<file path="src/rtl/rxsb_pkg.sv">
package rxsb_pkg;
   typedef enum logic [1:0] {
      WS_IDLE = 2'd0,
      WS_FILL = 2'd1,
      WS_DROP = 2'd2
   } wstate_e;

   localparam int MARK_W = 2;
endpackage

</file>
<file path="src/rtl/rxsb_mem.sv">
module rxsb_mem #(
   parameter int WIDTH = 34,
   parameter int DEPTH = 16,
   localparam int AW   = $clog2(DEPTH)
) (
   input  logic             clk,
   input  logic             wen,
   input  logic [AW-1:0]    waddr,
   input  logic [WIDTH-1:0] wdata,
   input  logic [AW-1:0]    raddr,
   output logic [WIDTH-1:0] rdata
);
   logic [WIDTH-1:0] ent [DEPTH];

   for (genvar i = 0; i < DEPTH; i++) begin : g_ent
      always_ff @(posedge clk) begin
         if (wen && (waddr == AW'(i))) begin
            ent[i] <= wdata;
         end
      end
   end

   assign rdata = ent[raddr];
endmodule

</file>
<file path="src/rtl/rxsb_wr_ctrl.sv">
module rxsb_wr_ctrl
   import rxsb_pkg::*;
#(
   parameter int DEPTH = 16,
   localparam int AW   = $clog2(DEPTH),
   localparam int PW   = AW + 1
) (
   input  logic          clk,
   input  logic          rst_n,
   input  logic          in_vld,
   input  logic          in_sof,
   input  logic          in_eof,
   input  logic [PW-1:0] rd_ptr,
   output logic          wen,
   output logic [AW-1:0] waddr,
   output logic [PW-1:0] wr_ptr,
   output logic [PW-1:0] commit_ptr,
   output logic          lost
);
   localparam logic [PW-1:0] FULL_LVL = PW'(DEPTH);

   wstate_e       st_q, st_d;
   logic [PW-1:0] wr_d, cm_d;
   logic [PW-1:0] lvl_all, lvl_cm;

   assign lvl_all = wr_ptr - rd_ptr;
   assign lvl_cm  = commit_ptr - rd_ptr;

   always_comb begin
      st_d  = st_q;
      wr_d  = wr_ptr;
      cm_d  = commit_ptr;
      wen   = 1'b0;
      waddr = wr_ptr[AW-1:0];
      lost  = 1'b0;
      if (in_vld) begin
         if (in_sof) begin
            // a frame still open is abandoned; space check starts from commit
            lost  = (st_q == WS_FILL);
            waddr = commit_ptr[AW-1:0];
            if (lvl_cm == FULL_LVL) begin
               lost = 1'b1;
               wr_d = commit_ptr;
               st_d = in_eof ? WS_IDLE : WS_DROP;
            end else begin
               wen  = 1'b1;
               wr_d = commit_ptr + PW'(1);
               if (in_eof) begin
                  cm_d = commit_ptr + PW'(1);
                  st_d = WS_IDLE;
               end else begin
                  st_d = WS_FILL;
               end
            end
         end else if (st_q == WS_FILL) begin
            if (lvl_all == FULL_LVL) begin
               lost = 1'b1;
               wr_d = commit_ptr;
               st_d = in_eof ? WS_IDLE : WS_DROP;
            end else begin
               wen  = 1'b1;
               wr_d = wr_ptr + PW'(1);
               if (in_eof) begin
                  cm_d = wr_ptr + PW'(1);
                  st_d = WS_IDLE;
               end
            end
         end else if ((st_q == WS_DROP) && in_eof) begin
            st_d = WS_IDLE;
         end
      end
   end

   always_ff @(posedge clk or negedge rst_n) begin
      if (!rst_n) begin
         st_q       <= WS_IDLE;
         wr_ptr     <= '0;
         commit_ptr <= '0;
      end else begin
         st_q       <= st_d;
         wr_ptr     <= wr_d;
         commit_ptr <= cm_d;
      end
   end
endmodule

</file>
<file path="src/rtl/rxsb_drop_cnt.sv">
module rxsb_drop_cnt #(
   parameter int CNT_W    = 16,
   parameter bit SATURATE = 1'b1
) (
   input  logic             clk,
   input  logic             rst_n,
   input  logic             inc,
   input  logic             clr,
   output logic [CNT_W-1:0] count
);
   logic [CNT_W-1:0] nxt;

   if (SATURATE) begin : g_sat
      always_comb begin
         if (clr)                      nxt = inc ? CNT_W'(1) : '0;
         else if (inc && (~&count))    nxt = count + CNT_W'(1);
         else                          nxt = count;
      end
   end else begin : g_wrap
      always_comb begin
         if (clr)      nxt = inc ? CNT_W'(1) : '0;
         else if (inc) nxt = count + CNT_W'(1);
         else          nxt = count;
      end
   end

   always_ff @(posedge clk or negedge rst_n) begin
      if (!rst_n) count <= '0;
      else        count <= nxt;
   end
endmodule

</file>
<file path="src/rtl/rx_stage_buf.sv">
module rx_stage_buf
   import rxsb_pkg::*;
#(
   parameter int DATA_W   = 32,
   parameter int DEPTH    = 16,
   parameter int CNT_W    = 16,
   parameter bit SATURATE = 1'b1,
   localparam int AW      = $clog2(DEPTH),
   localparam int PW      = AW + 1,
   localparam int EW      = DATA_W + MARK_W
) (
   input  logic              clk,
   input  logic              rst_n,
   input  logic              mac_vld,
   input  logic [DATA_W-1:0] mac_data,
   input  logic              mac_sof,
   input  logic              mac_eof,
   input  logic              dn_ready,
   output logic              dn_vld,
   output logic [DATA_W-1:0] dn_data,
   output logic              dn_sof,
   output logic              dn_eof,
   input  logic              host_rd,
   output logic [CNT_W-1:0]  host_drops
);
   if (DEPTH < 2 || (DEPTH & (DEPTH - 1)) != 0) begin : g_bad_depth
      $error("rx_stage_buf: DEPTH must be a power of two, at least 2");
   end
   if (DATA_W < 1 || CNT_W < 1) begin : g_bad_width
      $error("rx_stage_buf: DATA_W and CNT_W must be positive");
   end

   logic [PW-1:0] rd_ptr, wr_ptr, commit_ptr;
   logic          wen, lost, fire;
   logic [AW-1:0] waddr;
   logic [EW-1:0] rd_word;

   rxsb_wr_ctrl #(.DEPTH(DEPTH)) u_wr (
      .clk(clk), .rst_n(rst_n),
      .in_vld(mac_vld), .in_sof(mac_sof), .in_eof(mac_eof),
      .rd_ptr(rd_ptr), .wen(wen), .waddr(waddr),
      .wr_ptr(wr_ptr), .commit_ptr(commit_ptr), .lost(lost)
   );

   rxsb_mem #(.WIDTH(EW), .DEPTH(DEPTH)) u_mem (
      .clk(clk), .wen(wen), .waddr(waddr),
      .wdata({mac_sof, mac_eof, mac_data}),
      .raddr(rd_ptr[AW-1:0]), .rdata(rd_word)
   );

   rxsb_drop_cnt #(.CNT_W(CNT_W), .SATURATE(SATURATE)) u_cnt (
      .clk(clk), .rst_n(rst_n), .inc(lost), .clr(host_rd), .count(host_drops)
   );

   assign dn_vld  = (rd_ptr != commit_ptr);
   assign fire    = dn_vld && dn_ready;
   assign dn_sof  = rd_word[EW-1];
   assign dn_eof  = rd_word[EW-2];
   assign dn_data = rd_word[DATA_W-1:0];

   always_ff @(posedge clk or negedge rst_n) begin
      if (!rst_n)    rd_ptr <= '0;
      else if (fire) rd_ptr <= rd_ptr + PW'(1);
   end
endmodule

</file>
<file path="config.mk">
export PLATFORM = sky130hd
export DESIGN_NAME = rx_stage_buf
export DESIGN_NICKNAME = d
export VERILOG_FILES = /design/src/rtl/rxsb_pkg.sv /design/src/rtl/rxsb_mem.sv /design/src/rtl/rxsb_wr_ctrl.sv /design/src/rtl/rxsb_drop_cnt.sv /design/src/rtl/rx_stage_buf.sv
export SDC_FILE = /design/constraint.sdc
export NUM_CORES = 1
export LEC_CHECK = 0
export BUFFER_PORTS_ARGS = -buffer_cell sky130_fd_sc_hd__buf_2
export CORE_MARGIN = 1.5
export CORE_UTILIZATION = 39
export CTS_BUF_LIST = sky130_fd_sc_hd__clkbuf_8
export CTS_CLUSTER_DIAMETER = 40
export DETAILED_ROUTE_END_ITERATION = 7
export HOLD_SLACK_MARGIN = 0.08
export PLACE_DENSITY = 0.66
export RECOVER_POWER = 100
export SKIP_CTS_REPAIR_TIMING = 1
export SLEW_MARGIN = 20
export SYNTH_ARGS = -nofsm -noshare
export SYNTH_HDL_FRONTEND = slang
export SYNTH_SLANG_ARGS = --single-unit
</file>
<file path="constraint.sdc">
create_clock -name clk -period 4.8 [get_ports clk]
set_input_delay 0.96 -clock clk [delete_from_list [all_inputs] [get_ports clk]]
set_output_delay 0.96 -clock clk [all_outputs]
set_load 0.01 [all_outputs]
</file>
==> impl_results.md, run 1 <==
* Initial Utilization at 0.396
* Synth Area in Simple Gates at 0.0273
* Core Util, Final at 0.451
* Synth top area cells: edfxtp_1 (71%), mux4_2 (17%), dfrtp_1 (3.6%), ha_1 (0.65%), clkbuf_1 (0.57%)
* Fin Clk Skew at about 0.050 ns
* CP Data Arrival Time at between 4 and 5 ns
* H-tree depth at 3
* Die area at 60400 sq um
* Worst slew pin tran at between 2 and 2.5 ns
* Commonest non-fill, non-tap cell in the layout: edfxtp_1
* Routed wire length at approximately 51 mm
* FMAX at roughly 240 MHz
* Cell variety after synth at 63
* Max Cap Violations at 2
* Pleak at 0.00822 uW
* Yosys top cell area share at 0.711
* Worst skew pair latency at 0.69 ns
* Finished Layout Cells at between 2000 and 2500
* Layout cells sized above 1 at 0.262
* Multiplexer area fraction after synthesis at 0.171
* Pre-CTS setup slack at roughly 1.2 ns
* WP data required at about 5 ns
* Violated checks: max-capacitance violations, max-slew violations
* Setup ws final at 0.600 ns
* Critical Path Source Type: primary input
* Worst-path fanout max at 26
* Xor/xnor cell area share of the yosys netlist at 0.00593
* Die extent in y at 246 microns
* Fin. Hold Viols at 0
* Main combinational cell family by area after synthesis: multiplexers
* RSZ-0062 raised after global routing: no
* Initial antenna violation count at 1
* Buf+Inv Stages, Crit Path at 3
* Area growth, synth to finish at 13.9%
* Number of global-route vias before repair at 12108
* Post-route DRC at 0
* Most frequent cell on the critical path: clkbuf_1
* Placed insts at ~1900
* CP max stage delay at ~0.83 ns
* CORE AREA at roughly 58000 sq um
* Clock buffer count from CTS at 95
* Family with the most delay on the worst path: buffers and inverters
* Synth Flop Type: edfxtp_1
* I/O pins at 90
* Clock Path Buffers at 3
* Synth area leader: edfxtp_1
* Routability cong. at 0.836
* Clock Root Buffer: clkbuf_8
* Initial drt markers at 1077
* Adder-Cell Fraction of Synth Area at 0.00653
* DP Wirelength at about 30 mm
* Vias at ~12000
* Total power draw at about 14000 uW
* Register area share after synthesis at 0.746
* Final Critical Period at 4.20 ns
* Synth Area per Inst at 21.5 sq um
* Fill cells at between 4000 and 5000
* Syn Inst Count at 1071
* Post-route setup TNS at 0 ns
* Rows at ~90
* Largest net degree at the start of global routing at between 100 and 150
* Post-DR wirelength/cell at 24.4 microns
* # setup viols final at 0
* First-pass GRT wire length at around 77 mm
* Gr usage total at 0.173
* Final ANT Viol Nets at 0
* Hold Crit Class: reg2reg
* Run status: finished with violations
* Start-to-end type of the worst setup path: in2reg
* YS warnings at 0
* Port Buffers at approximately 90
* Ys async rst share at 0.0572
* CP Cell Sequence: clkbuf_1 > clkbuf_1 > a2111oi_2 > a41oi_1 > nand4_1 > nor2_4 > clkbuf_1
* Yosys reg bits at slightly below 600
* # clock sinks at around 580
* Compound-Gate Fraction of Synth Area at 0.0301
* CTS tree: done
* Vias per cell at about 5.5
* VDD IR-drop max at approximately 430 uV
* DIE WIDTH at roughly 250 microns
* Power Dens Cells at approximately 550 nW/um^2
* Worst slew margin at -0.391
* Clock-pin slew on the worst setup and hold paths at 0.06 ns
* Slew Viols, Final at 39
* Most frequent cells in the layout: edfxtp_1 (544), mux4_2 (170), clkbuf_8 (96)
* Syn_nets at ~1100
* Final-stage net count at around 1300
* EDFF count, synth at between 500 and 600
* Initial DRT Pass Iterations at 5
* GRT overflow at 0
* Critical-path top delay cell: clkbuf_1
* Final period util at 0.875
* Synth Cell Area at 23000 sq um
* CP endpoint kind: register
cells by family (layout without fill, tap and decap cells):
family,count (synthesis),count (layout)
mux,180,180
buf+inv,73,319
simple gates,120,120
fa+ha+maj,12,12
flops,577,577
compound gates,95,95
other cells,0,1
xor+xnor,14,14
stage by stage:
step | instance area [sq um] | hold WS, ns
after global routing | 26200 | 0.600
after CTS | 26500 | 0.407
after detailed placement | 24700 | 0.553
after floorplan | 23000 | 0.503
after global placement | 24700 | 0.521
final | 26200 | 0.558
sequential cells by signal (all words and copies together) (netlist names):
name and flops:
rd_ptr 5, u_cnt.count 16, u_mem.ent 544, u_wr.commit_ptr 5, u_wr.st_q 2, u_wr.wr_ptr 5
where the power goes:
group          switching [uW]  total (uW)  internal [uW]
Combinational            2390        4380           1990
Sequential                168        6000           5830
Clock                    1970        4080           2110
synthesized netlist by cell type (3+ instances only):
cell type,n
edfxtp_1,544
mux4_2,170
clkbuf_1,35
dfrtp_1,33
nor2_1,24
nand2_1,23
nand3_1,23
a21oi_1,20
buf_1,17
inv_1,14
o31ai_1,13
ha_1,12
o21ai_0,12
or4_1,12
a31oi_1,10
nand4_1,10
xnor2_1,8
mux2i_1,5
nor2b_1,5
xor2_1,5
a211oi_1,4
nor4_1,4
o211ai_1,4
and3_1,3
mux2_1,3
nor3_1,3
o21ai_1,3
o311ai_0,3
final cells by class:
type                    count  area (sq um)  area share
diodes                      1          2.50   0.0000955
clock buffers              96          1320      0.0504
clock inverters            80           494      0.0189
inverters                  17          63.8     0.00244
multi-input cells         421          5580       0.213
flip-flops and latches    577         17200       0.655
well taps                 765           957      0.0365
repair buffers            126           604      0.0231
path summary, 6_finish.rpt:
| path | startpoint | to | slack (ns) | depth (start not counted) |
|---|---|---|---|---|
| worst min register to register | rd_ptr[2] | rd_ptr[2] | 0.56 | 1 |
| worst max register to register | u_wr.commit_ptr[3] | u_mem.ent[6][17] | 0.81 | 9 |
| worst max-delay path | mac_sof | u_mem.ent[8][23] | 0.60 | 7 |
| min in group asynchronous | rst_n | rd_ptr[1] | 0.91 | 1 |
| max in group asynchronous | rst_n | rd_ptr[0] | 2.42 | 1 |
| worst min-delay path | rd_ptr[2] | rd_ptr[2] | 0.56 | 1 |
layer usage:
layer,GRT usage,part of all wire
met5,0,0
met4,0.0469,0.020
met3,0.0362,0.055
met2,0.292,0.51
met1,0.226,0.41
(Power assumes the default switching activity.)
==> inputs of run 2 (changes only) <==
--- a/config.mk
+++ b/config.mk
@@ -8,14 +8,15 @@
 export BUFFER_PORTS_ARGS = -buffer_cell sky130_fd_sc_hd__buf_2
 export CORE_MARGIN = 1.5
 export CORE_UTILIZATION = 39
-export CTS_BUF_LIST = sky130_fd_sc_hd__clkbuf_8
+export CTS_BUF_LIST = sky130_fd_sc_hd__clkbuf_8 sky130_fd_sc_hd__clkbuf_16
 export CTS_CLUSTER_DIAMETER = 40
 export DETAILED_ROUTE_END_ITERATION = 7
 export HOLD_SLACK_MARGIN = 0.08
-export PLACE_DENSITY = 0.66
+export PLACE_DENSITY = 0.64
 export RECOVER_POWER = 100
 export SKIP_CTS_REPAIR_TIMING = 1
 export SLEW_MARGIN = 20
 export SYNTH_ARGS = -nofsm -noshare
 export SYNTH_HDL_FRONTEND = slang
+export SYNTH_HIERARCHICAL = 1
 export SYNTH_SLANG_ARGS = --single-unit
==> constraint.sdc (replaced) <==
create_clock -name clk -period 4 [get_ports clk]
set_input_delay 0.8 -clock clk [delete_from_list [all_inputs] [get_ports clk]]
set_output_delay 0.8 -clock clk [all_outputs]
set_load 0.01 [all_outputs]
==> run 2 against run 1 <==
Effect of this change: the flow still finishes with violations (max-capacitance violations, max-slew violations); non-clock buffer count decreased by 1; die area is 0.78% lower; count of clock-buffer cells in the layout is 12 lower; synthesized cell count rose by 4.1%; total power increased by 37%; synthesized area shrank 0.78%; critical path depth down 2; register-to-register slack worse by 0.49 ns; first-iteration DRC count decreased by 13%; sequential share of layout area shrank 2.1 points; clock skew down 0.022 ns; largest cell class unchanged.
==> impl_results.md, run 2 <==
* Run status: finished with violations
* Violated checks: max-capacitance violations, max-slew violations
* Fin. Hold Viols at 0 (unchanged)
* Clock buffer count from CTS at 82 (-14%)
* Worst slew margin at -0.229 (+0.162)
* Die area at 59900 sq um (-0.78%)
* WP data required at 3.20 ns (-1.88 ns)
* Switching share of power at 0.298 (-0.0154)
* Crit Reg-Reg Endpoint: u_mem/ent[9][19]
* Worst slew pin tran at 1.84 ns (-0.243 ns)
* CP Data Arrival Time at 2.91 ns (-1.57 ns)
* Int Pwr at 13900 uW (+40%)
* Synth Flop Type: edfxtp_1
* Rows at 88 (unchanged)
* Global route hottest layer: met2
* Grt met1 use at 0.229 (+0.00273)
* Family with the most delay on the worst path: buffers and inverters
* Gr usage total at 0.166 (-0.00701)
* Max reg flops at 544 (unchanged)
* Vias per cell at 5.50 (-0.46%)
* Register area share after synthesis at 0.752 (+0.00590)
* FMAX at roughly 270 MHz
* Top-count cell post-synth: edfxtp_1
* Largest net degree at the start of global routing at 141 (+1.4%)
* HP Start: u_wr/st_q[1]
* Number of global-route vias before repair at 12000 (-0.89%)
* Part of the power in the clock network at 0.370 (+0.088)
* N_diodes at 0 (-1)
* Slew Viols, Final at 34 (-13%)
* Post-route DRC at 0 (unchanged)
* Synth area leader: edfxtp_1
* Comb pwr share at 0.258 (-0.045)
* Initial antenna violation count at 2 (+1)
* Routability cong. at 0.797 (-4.7%)
* Final period util at 0.927
* VDD IR-drop max at 542 uV (+26%)
* YS warnings at 6 (+6)
* Worst r2r src: rd_ptr[2]
* Buf+Inv Stages, Crit Path at 2 (-1)
* Initial drt markers at 935 (-13%)
* Yosys reg bits at 577 (unchanged)
* Area growth, synth to finish at 18.7%
* Max Cap Violations at 1 (-1)
* Initial DRT Pass Iterations at 5 (unchanged)
* Clock Path Buffers at 3 (unchanged)
* Switching power at 5880 uW (+30%)
* Biggest register: u_mem/ent
* Clock-pin slew on the worst setup and hold paths at 0.05 ns (about the same)
* Total power draw at 19700 uW (+37%)
* Fill cells at 4823 (-1.4%)
* Die extent in y at 245 microns (-0.39%)
* Fin Clk Skew at 0.0280 ns (-0.0224 ns)
* WHS Path Cells at 2 (+1)
* M3 GR Usage at 0.0325 (-0.00376)
* Sequential share of power at 0.372 (-0.043)
* Synth Area per Inst at 20.5 sq um (-4.7%)
* Clock Root Buffer: clkbuf_16
* # clock sinks at 577 (unchanged)
* Setup ws final at 0.293 ns (-0.307 ns)
* Layout cells sized above 1 at 0.254 (-0.00784)
* Hold Crit Class: reg2reg
* CP endpoint kind: primary output
* Worst R2R Setup Slack at 0.32 ns (-0.49 ns)
* CTS tree: done
* Synth top area cells: edfxtp_1 (72%), mux4_2 (13%), dfrtp_1 (3.6%), a22oi_1 (2.3%), nand2_1 (0.94%)
* Cell variety after synth at 59 (-6.3%)
* Hold EP: u_wr/st_q[1]
* Final Critical Period at between 3 and 4 ns
* Initial Utilization at 0.395 (-0.000855)
* EDFF count, synth at 544 (unchanged)
* GR Layer Usage met2 at 0.264 (-0.0278)
* RSZ-0062 raised after global routing: no
* Synth Cell Area at 22800 sq um (-0.78%)
* Final ANT Viol Nets at 0 (unchanged)
* R2r worst-path depth at 9 (unchanged)
* Ys async rst share at 0.0572 (unchanged)
* H-tree depth at 3 (unchanged)
* Critical Path Source Type: register
* CORE AREA at 57700 sq um (-0.57%)
* Post-DR wirelength/cell at 23.3 microns (-4.7%)
* CP Cell Sequence: buf_6 > mux4_2 > a22oi_1 > nand2_1 > clkbuf_1
* Worst skew pair latency at 0.61 ns (-0.08 ns)
* Port Buffers at 89 (unchanged)
* # setup viols final at 0 (unchanged)
* Critical-path top delay cell: mux4_2
* Yosys top cell area share at 0.716 (+0.00561)
* Final-stage net count at 1321 (+2.5%)
* Top Registers: u_mem/ent (544), u_cnt/count (16)
* I/O pins at 90 (unchanged)
* Syn Inst Count at 1115 (+4.1%)
* CP max stage delay at 0.58 ns (-0.25 ns)
* GRT overflow at 0 (unchanged)
* Power Dens Cells at 729 nW/um^2 (+32%)
* Start-to-end type of the worst setup path: reg2out
* Top post-synthesis cells by count: edfxtp_1 (544), mux4_2 (136), a22oi_1 (69)
* First-pass GRT wire length at 74.3 mm (-3.8%)
* Commonest non-fill, non-tap cell in the layout: edfxtp_1
* Routed wire length at 48.9 mm (-4.0%)
* DIE WIDTH at 245 microns (-0.39%)
* Pleak at 0.00880 uW (+7.0%)
* DP Wirelength at 27.1 mm (-8.3%)
* Vias at 11541 (+0.30%)
* Pre-CTS setup slack at 0.660 ns (-0.565 ns)
* Worst-path fanout max at 41 (+58%)
* Critical Path Stages at 5 (-2)
* Most frequent cells in the layout: edfxtp_1 (544), mux4_2 (136), clkbuf_1 (85)
* Syn_nets at 1166 (+3.9%)
-- run 2: cells by family (layout without fill, tap and decap cells) --
group,Yosys count,after routing,synth area share
compound gates,123,123,0.0406
xor+xnor,32,32,0.0126
fa+ha+maj,12,12,0.00658
buf+inv,67,286,0.0143
flops,577,577,0.752
mux,145,145,0.139
simple gates,159,159,0.0349
-- run 2: how the worst max path moves through the flow --
stage / start / endpoint / slack [ns]
after floorplan: rd_ptr[2] / u_mem/ent[1][0] / -0.1
final: rd_ptr[0] / dn_eof / 0.29
after global placement: mac_sof / u_mem/ent[11][23] / 0.76
after CTS: rd_ptr[0] / dn_data[6] / 0.30
after detailed placement: mac_sof / u_mem/ent[11][23] / 0.66
after global routing: rd_ptr[2] / u_cnt/count[4] / 0.13
-- run 2: power by group through the flow --
stage	registers [uW]	logic (uW)	clock network [uW]
final	7350	5100	7300
after global routing	7390	5510	7690
after CTS	7350	5400	7430
after detailed placement	7460	5370	0
after global placement	7440	5330	0
after floorplan	7360	3670	0
-- run 2: layer usage --
metal	up-vias	wire (microns)
li1	4967	-
met1	6113	21000
met2	381	23700
met3	76	3220
met4	4	996
met5	-	26
-- run 2: worst reg2reg max path: stages, from the launching register on --
cell and delay, ns:
dfrtp_1 0.60, inv_1 0.13, ha_1 0.26, nand4bb_1 0.20
o211a_1 0.14, o2111ai_1 0.26, o211a_1 0.24, nand3b_1 0.26
nor2_1 1.01, buf_12 0.28
-- run 2: through the flow --
step	TNS, ns	std cells	hold WS, ns	cell area (sq um)	util
6_report	0	2099	0.562	27100	0.469
5_1_grt	0	2099	0.583	27100	0.469
4_1_cts	0	2099	0.277	27400	0.475
3_5_place_dp	0	1951	0.552	24600	0.426
3_3_place_gp	0	1951	0.538	24600	0.426
2_1_floorplan	-6.54	1115	0.504	22800	-
-- run 2: final cells by class --
class	count	area [sq um]	area share
flip-flops and latches	577	17200	0.634
well taps	765	957	0.0354
clock buffers	84	2100	0.0776
repair buffers	125	668	0.0247
multi-input cells	471	5410	0.200
inverters	13	48.8	0.00180
clock inverters	64	718	0.0265
